<file path="src/rtl/amo_pkg.sv">
package amo_pkg;

    localparam int OP_W = 4;

    typedef enum logic [OP_W-1:0] {
        OP_AND  = 4'd0,
        OP_OR   = 4'd1,
        OP_XOR  = 4'd2,
        OP_CAS  = 4'd3,
        OP_EXCH = 4'd4,
        OP_ADD  = 4'd5,
        OP_SUB  = 4'd6,
        OP_INC  = 4'd7,
        OP_DEC  = 4'd8,
        OP_MAX  = 4'd9,
        OP_MIN  = 4'd10
    } amo_op_e;

    typedef enum logic [1:0] {
        ST_IDLE  = 2'd0,
        ST_READ  = 2'd1,
        ST_WRITE = 2'd2
    } amo_state_e;

    function automatic logic op_is_legal(input logic [OP_W-1:0] code);
        return code <= 4'd10;
    endfunction

endpackage

</file>
<file path="src/rtl/amo_alu.sv">
module amo_alu
    import amo_pkg::*;
#(
    parameter int W = 32
) (
    input  logic [OP_W-1:0] op,
    input  logic [W-1:0]    old_val,
    input  logic [W-1:0]    opa,
    input  logic [W-1:0]    opb,
    input  logic            sgn,
    output logic [W-1:0]    new_val,
    output logic            wr_en,
    output logic            cas_op,
    output logic            cas_miss,
    output logic            illegal
);
    logic opa_gt;
    logic opa_lt;

    always_comb begin
        if (sgn) begin
            opa_gt = $signed(opa) > $signed(old_val);
            opa_lt = $signed(opa) < $signed(old_val);
        end else begin
            opa_gt = opa > old_val;
            opa_lt = opa < old_val;
        end
    end

    always_comb begin
        new_val  = old_val;
        wr_en    = 1'b1;
        cas_op   = 1'b0;
        cas_miss = 1'b0;
        illegal  = !op_is_legal(op);
        case (op)
            OP_AND:  new_val = old_val & opa;
            OP_OR:   new_val = old_val | opa;
            OP_XOR:  new_val = old_val ^ opa;
            OP_CAS: begin
                cas_op = 1'b1;
                if (old_val == opa) new_val = opb;
                else begin
                    cas_miss = 1'b1;
                    wr_en    = 1'b0;
                end
            end
            OP_EXCH: new_val = opa;
            OP_ADD:  new_val = old_val + opa;
            OP_SUB:  new_val = old_val - opa;
            OP_INC:  new_val = old_val + {{(W-1){1'b0}}, 1'b1};
            OP_DEC:  new_val = old_val - {{(W-1){1'b0}}, 1'b1};
            OP_MAX: begin
                wr_en = opa_gt;
                if (opa_gt) new_val = opa;
            end
            OP_MIN: begin
                wr_en = opa_lt;
                if (opa_lt) new_val = opa;
            end
            default: wr_en = 1'b0;
        endcase
    end
endmodule

</file>
<file path="src/rtl/amo_mem.sv">
module amo_mem #(
    parameter int W     = 32,
    parameter int DEPTH = 16,
    localparam int AW   = $clog2(DEPTH)
) (
    input  logic          clk,
    input  logic          rst,
    input  logic [AW-1:0] rd_addr,
    output logic [W-1:0]  rd_data,
    input  logic          we,
    input  logic [AW-1:0] wr_addr,
    input  logic [W-1:0]  wr_data
);
    logic [W-1:0] words [DEPTH];

    always_ff @(posedge clk) begin
        if (rst) begin
            for (int i = 0; i < DEPTH; i++) words[i] <= '0;
            rd_data <= '0;
        end else begin
            if (we) words[wr_addr] <= wr_data;
            rd_data <= words[rd_addr];
        end
    end
endmodule

</file>
<file path="src/rtl/amo_cas_stats.sv">
module amo_cas_stats #(
    parameter int CW = 8
) (
    input  logic          clk,
    input  logic          rst,
    input  logic          bump,
    input  logic          miss,
    output logic [CW-1:0] attempts,
    output logic [CW-1:0] fails
);
    localparam int NCTR = 2;
    localparam logic [CW-1:0] CMAX = '1;

    logic [NCTR-1:0]   inc;
    logic [CW-1:0]     cnt [NCTR];

    assign inc = {bump & miss, bump};

    for (genvar g = 0; g < NCTR; g++) begin : g_ctr
        always_ff @(posedge clk) begin
            if (rst) cnt[g] <= '0;
            else if (inc[g] && cnt[g] != CMAX) cnt[g] <= cnt[g] + 1'b1;
        end
    end

    assign attempts = cnt[0];
    assign fails    = cnt[1];
endmodule

</file>
<file path="src/rtl/amo_unit.sv">
module amo_unit
    import amo_pkg::*;
#(
    parameter int W     = 32,
    parameter int DEPTH = 16,
    parameter int CW    = 8,
    localparam int AW   = $clog2(DEPTH)
) (
    input  logic            clk,
    input  logic            rst,
    input  logic            req_valid,
    output logic            req_ready,
    input  logic [OP_W-1:0] req_op,
    input  logic [AW-1:0]   req_addr,
    input  logic [W-1:0]    req_opa,
    input  logic [W-1:0]    req_opb,
    input  logic            req_ret,
    input  logic            req_signed,
    output logic            done_o,
    output logic            ret_valid_o,
    output logic [W-1:0]    rsp_data,
    output logic            err_o,
    output logic [CW-1:0]   cas_attempts,
    output logic [CW-1:0]   cas_fails
);
    typedef struct packed {
        logic [OP_W-1:0] op;
        logic [AW-1:0]   addr;
        logic [W-1:0]    opa;
        logic [W-1:0]    opb;
        logic            ret;
        logic            sgn;
    } req_t;

    amo_state_e state;
    req_t       cur;
    logic [W-1:0] old_word;
    logic [W-1:0] new_word;
    logic       alu_we;
    logic       alu_cas;
    logic       alu_miss;
    logic       alu_bad;
    logic       in_write;

    assign req_ready = (state == ST_IDLE);
    assign in_write  = (state == ST_WRITE);

    always_ff @(posedge clk) begin
        if (rst) begin
            state       <= ST_IDLE;
            cur         <= '0;
            done_o      <= 1'b0;
            ret_valid_o <= 1'b0;
            err_o       <= 1'b0;
            rsp_data    <= '0;
        end else begin
            done_o      <= 1'b0;
            ret_valid_o <= 1'b0;
            err_o       <= 1'b0;
            case (state)
                ST_IDLE: if (req_valid) begin
                    cur   <= '{op: req_op, addr: req_addr, opa: req_opa,
                               opb: req_opb, ret: req_ret, sgn: req_signed};
                    state <= ST_READ;
                end
                ST_READ: state <= ST_WRITE;
                ST_WRITE: begin
                    done_o      <= 1'b1;
                    ret_valid_o <= cur.ret & !alu_bad;
                    err_o       <= alu_bad;
                    rsp_data    <= old_word;
                    state       <= ST_IDLE;
                end
                default: state <= ST_IDLE;
            endcase
        end
    end

    amo_mem #(.W(W), .DEPTH(DEPTH)) u_mem (
        .clk     (clk),
        .rst     (rst),
        .rd_addr (cur.addr),
        .rd_data (old_word),
        .we      (in_write & alu_we),
        .wr_addr (cur.addr),
        .wr_data (new_word)
    );

    amo_alu #(.W(W)) u_alu (
        .op       (cur.op),
        .old_val  (old_word),
        .opa      (cur.opa),
        .opb      (cur.opb),
        .sgn      (cur.sgn),
        .new_val  (new_word),
        .wr_en    (alu_we),
        .cas_op   (alu_cas),
        .cas_miss (alu_miss),
        .illegal  (alu_bad)
    );

    amo_cas_stats #(.CW(CW)) u_stats (
        .clk      (clk),
        .rst      (rst),
        .bump     (in_write & alu_cas),
        .miss     (alu_miss),
        .attempts (cas_attempts),
        .fails    (cas_fails)
    );
endmodule

</file>
<file path="config.mk">
export PLATFORM = sky130hd
export DESIGN_NAME = amo_unit
export DESIGN_NICKNAME = d
export VERILOG_FILES = /design/src/rtl/amo_pkg.sv /design/src/rtl/amo_alu.sv /design/src/rtl/amo_mem.sv /design/src/rtl/amo_cas_stats.sv /design/src/rtl/amo_unit.sv
export SDC_FILE = /design/constraint.sdc
export NUM_CORES = 1
export LEC_CHECK = 0
export ABC_AREA = 1
export BUFFER_PORTS_ARGS = -buffer_cell sky130_fd_sc_hd__buf_2
export CAP_MARGIN = 20
export CORE_MARGIN = 5
export CORE_UTILIZATION = 40
export DETAILED_ROUTE_END_ITERATION = 12
export REMOVE_ABC_BUFFERS = 1
export SYNTH_ARGS = -nofsm -noshare
export SYNTH_HDL_FRONTEND = slang
export SYNTH_SLANG_ARGS = --single-unit
</file>
<file path="constraint.sdc">
create_clock -name clk -period 11.55 [get_ports clk]
set_clock_uncertainty 0.1 [all_clocks]
set_input_delay 1.7325 -clock clk [delete_from_list [all_inputs] [get_ports clk]]
set_output_delay 1.7325 -clock clk [all_outputs]
set_load 0.01 [all_outputs]
</file>
# == Word level (Yosys, flattened, before mapping) ==
# Memories as Yosys holds them, arrays and structs flattened. A register that Yosys moved wholly into a read port is not among the register bits.
# Cells that the tools add are included.
# op_classes
addsub,6
n_mul,0
div_mod_pow,0
order_cmp,5
eq_ne,16
n_shift,0
mux,30
bitwise_logic,10
reduce_logical,9
# ops
cell,n
32-bit one-hot mux with 11 select lines,1
32-bit 2-to-1 mux,4
32-bit greater-than comparator,2
32-bit less-than comparator,2
"32-bit by 1-bit adder with 32-bit output, second input constant",1
32-bit adder,1
32-bit AND,1
32-bit == test,1
32-bit OR,1
32-bit OR reduction,1
"32-bit by 1-bit subtractor with 32-bit output, second input constant",1
32-bit subtractor,1
32-bit XOR,1
1-bit 2-to-1 mux,19
"8-bit by 1-bit adder with 8-bit output, second input constant",2
"4-bit by 3-bit == test with 1-bit output, second input constant",4
8-bit 2-to-1 mux,2
"8-bit inequality test, second input constant",2
"4-bit == test, second input constant",3
"4-bit by 2-bit == test with 1-bit output, second input constant",2
8-bit OR reduction,1
1-bit AND,4
"4-bit by 1-bit == test with 1-bit output, second input constant",1
"4-bit <= comparator, second input constant",1
other kinds (15),17
# totals
ff_bits,111
latch_bits,0
mem_bits_rw,528
romBits,0
input_bits,77
out_inout_bits,52
n_memories,2
# mem_list
name,depth,width,rd,rd_ports_with_merged_regs,wr,line_no,rtl
u_mem.words,16,32,1,1,16,amo_mem.sv:14,logic [W-1:0] words [DEPTH];
u_stats.cnt,2,8,2,0,2,amo_cas_stats.sv:15,logic [CW-1:0] cnt [NCTR];

# == Depth between registers and ports, before layout ==
# depth
word_depth,9
ltp_mapped,30

# == Modules after synthesis ==
# Synthesis repeated with hierarchy kept, for this count alone.
# unflattened
cells_unflattened,5234
hier_area_um2,39887.0
# modules_own_cells
mod,instances,cells_each,area_per_inst_um2,seq_area_each_um2
amo_mem,1,2705,24795.0,16015.4
amo_alu,1,1783,9631.7,0.0
amo_unit,1,645,4524.3,2222.1
amo_cas_stats,1,101,935.9,480.5

# == Worst setup path after synthesis ==
# Ideal clock, no wire load.
# synth_timing
kind,in2reg
from,in rst
to,mem u_mem.words[4][0] (enable)
setup_ps,389
arrival_time_ps,3809
required_ps,11061
setup_slack_ps,7252
stages,5
cell_sequence,nor2_1 -> buf_2 -> nand4_4 -> buf_2 -> nand2_1
# synth_rtl
item,line_no,rtl
from (decl),amo_unit.sv:10,"input logic rst,"
to (decl),amo_mem.sv:14,

==> reports/qor.yml <==
worst_hold_path_type: "register to register"
synthCells: 4068
finalSetupViolations: 0
synth_flop_cell: "edfxtp_1"
async_flop_share_pct: 0
grt_overflow: 0
post_cts_buffers: 0
crit_type: "register to register"
cts_sinks: 671
clockBufferDepth: 3
row_count: 110
initial_utilization_pct: 40.3
leakagePower_nw: 16.4
relSlewSlack_pct: 20.3
grt_usage_pct: 25.6
start_kind: "register"
maxSlewViolCount: 0
first_global_vias: 29500
grt_pass1_wl_um: 192000
grt_start_max_net_pins: 85
power_density_nw_per_um2: 166
cts_resized: 0
fin_crit_ps: 6060
path_max_fanout: 37
grt_util_met3_pct: 3.56
dr_total_vias: 30800
synth-seq-cells: 671
cts.clk_slew.worst_paths_ps: 60
areaGrowthSynthToFinish_pct: 11.2
num-nets-final: 4336
required_ps: 11720
synthesis.area_um2: 36300
cts_hold_buf: 0
drt_iter0_drc: 3727
fin_hold_ws_ps: 348
yosys.area.top_type: "edfxtp_1"
setup_tns_ps: 0
wl_um: 129000
rsz0062_at_grt: "false"
boundaryPins: 129
htree_levels: 3
drtPass1Iterations: 8
end_kind: "register"
via_per_inst: 5.78
syn_area_per_cell_um2: 8.91
drc: 0
die_h_um: 311
synthTopCellsByArea: "edfxtp_1, dfxtp_1, nand2_1"
cts_root_buf: "clkbuf_16"
core_um2: 90000
insertion_delay_ps: 660
vdd_ir_drop_max_mv: 0.0855
fmax_mhz: 165
cap_violations: 0
dp_hpwl_um: 87800
yosys_warnings: 0
met1_usage_pct: 36.2
synth_top_area_share_pct: 43.7
synth.distinct_cells: 58
period_share_pct: 52.5
cp.arrival_ps: 6230
die_w_um: 311
cts_tree: "built"
routedWlPerCell_um: 24.2
port-buffer-count: 128
grt_antenna_before_repair: 3
gp_congestion: 0.969
die-area_um2: 96800
synth_edf_count: 528
timing.final.hold_violations: 0
tightestPinTransition_ps: 1190
drive_above_1_share_pct: 9.81
busiest_layer: "met2"
outcome: "complete, no violations"
ys_seq_area_share_pct: 51.6
use_met2_pct: 40.9
cts_buffers: 78
drtAntennaViolNets: 0
[where the power goes]
part	switching (mW)	total, mW	internal, mW	leakage [nW]
clock	1.06	2.44	1.38	1.19
sequential	0.0858	2.79	2.71	6.62
combinational	1.10	1.46	0.357	8.55
[worst max-delay path, cell delays in order, from the launching register on]
cell and delay (ps):
dfxtp_1 620, inv_1 220, ha_1 410, nor2_2 220, nand2_2 120, nor3_4 270
nand2_2 130, clkinv_1 60, nand2_1 170, nand3_2 340, nand2_4 390, inv_4 280
nand2_4 80, nand3_4 350, nand4_2 780, nand2_2 1020
[cells by family after synthesis]
kind of cell	synth area share [%]
AOI/OAI and AO/OA	16.1
adders and majority gates	5.66
xor gates and xnor gates	0.411
DFF	51.6
and+or+nand+nor	19.8
buffers and inverters	6.31
[routing by layer]
layer | vias to the layer above | share of wire (%)
met5 | - | 0.0054
li1 | 14200 | -
met1 | 14900 | 43
met2 | 1464 | 45
met4 | 2 | 3.4
met3 | 240 | 8.0
[path summary, 6_finish.rpt]
check,start,end,slack [ps],cells after the start
worst min register to register,state[1],state[1],350,1
worst max register to register,u_mem.rd_data[25],u_mem.words[9][29],5490,15
worst max-delay path,u_mem.rd_data[25],u_mem.words[9][29],5490,15
worst min-delay path,state[1],state[1],350,1
[synth_stat cells (10+ instances only)]
| library cell | number |
|---|---|
| nand3_1 | 161 |
| inv_1 | 306 |
| nand2_1 | 754 |
| a41oi_1 | 32 |
| o22ai_1 | 17 |
| a21o_1 | 10 |
| inv_2 | 24 |
| xor2_1 | 15 |
| a221oi_1 | 19 |
| dfxtp_1 | 143 |
| a21oi_1 | 308 |
| nand4_4 | 10 |
| nand4_1 | 40 |
| ha_1 | 161 |
| a22oi_1 | 256 |
| nor3_1 | 31 |
| nor2_1 | 610 |
| o211ai_1 | 10 |
| o21ai_1 | 18 |
| clkbuf_1 | 146 |
| clkinv_1 | 11 |
| or2_2 | 14 |
| buf_4 | 16 |
| a31oi_1 | 11 |
| nand3b_1 | 22 |
| o21ai_0 | 231 |
| nor2_2 | 13 |
| edfxtp_1 | 528 |
| buf_2 | 57 |
[layout make-up]
| class | instances | area [µm²] |
|---|---|---|
| fill | 8814 | 49700 |
| sequential | 671 | 18700 |
| multi-input combinational | 2829 | 15400 |
| clock buffer | 98 | 2050 |
| tap | 1176 | 1470 |
| inverter | 342 | 1290 |
| timing repair buffer | 174 | 986 |
| clock inverter | 45 | 444 |
| antenna | 1 | 2.50 |
[placed cells by master, fill, tap and decap left out, drive strengths merged, types with 51 or more instances in the layout]
cell type | Yosys | final
o21ai | 258 | 258
a21oi | 315 | 315
buf | 80 | 173
ha | 161 | 161
dfxtp | 143 | 143
inv | 331 | 335
nand3 | 165 | 165
nor2 | 629 | 629
clkbuf | 146 | 99
a22oi | 256 | 256
nand2 | 763 | 763
nand4 | 51 | 51
edfxtp | 528 | 528
[sequential cells by signal, indices dropped and copies added, names as in the netlist]
register and count:
u_mem.words 512, cur 74, rsp_data 32, u_mem.rd_data 32, u_stats.cnt 16, state 2, done_o 1, err_o 1
ret_valid_o 1
[through the flow]
| stage | power, mW | worst slack, ps | utilization, % | instances | cell area [µm²] |
|---|---|---|---|---|---|
| floorplan | 3.69 | 3230 | - | 3842 | 35300 |
| detailed placement | 4.26 | 5510 | 42.0 | 5191 | 37800 |
| CTS | 6.68 | 5520 | 44.8 | 5334 | 40300 |
| global route | 6.94 | 5290 | 44.8 | 5335 | 40300 |
| finish | 6.69 | 5490 | 44.8 | 5336 | 40300 |
| global placement | 4.26 | 5550 | 42.0 | 5191 | 37800 |
No activity file was read; power rests on OpenSTA's default activity.
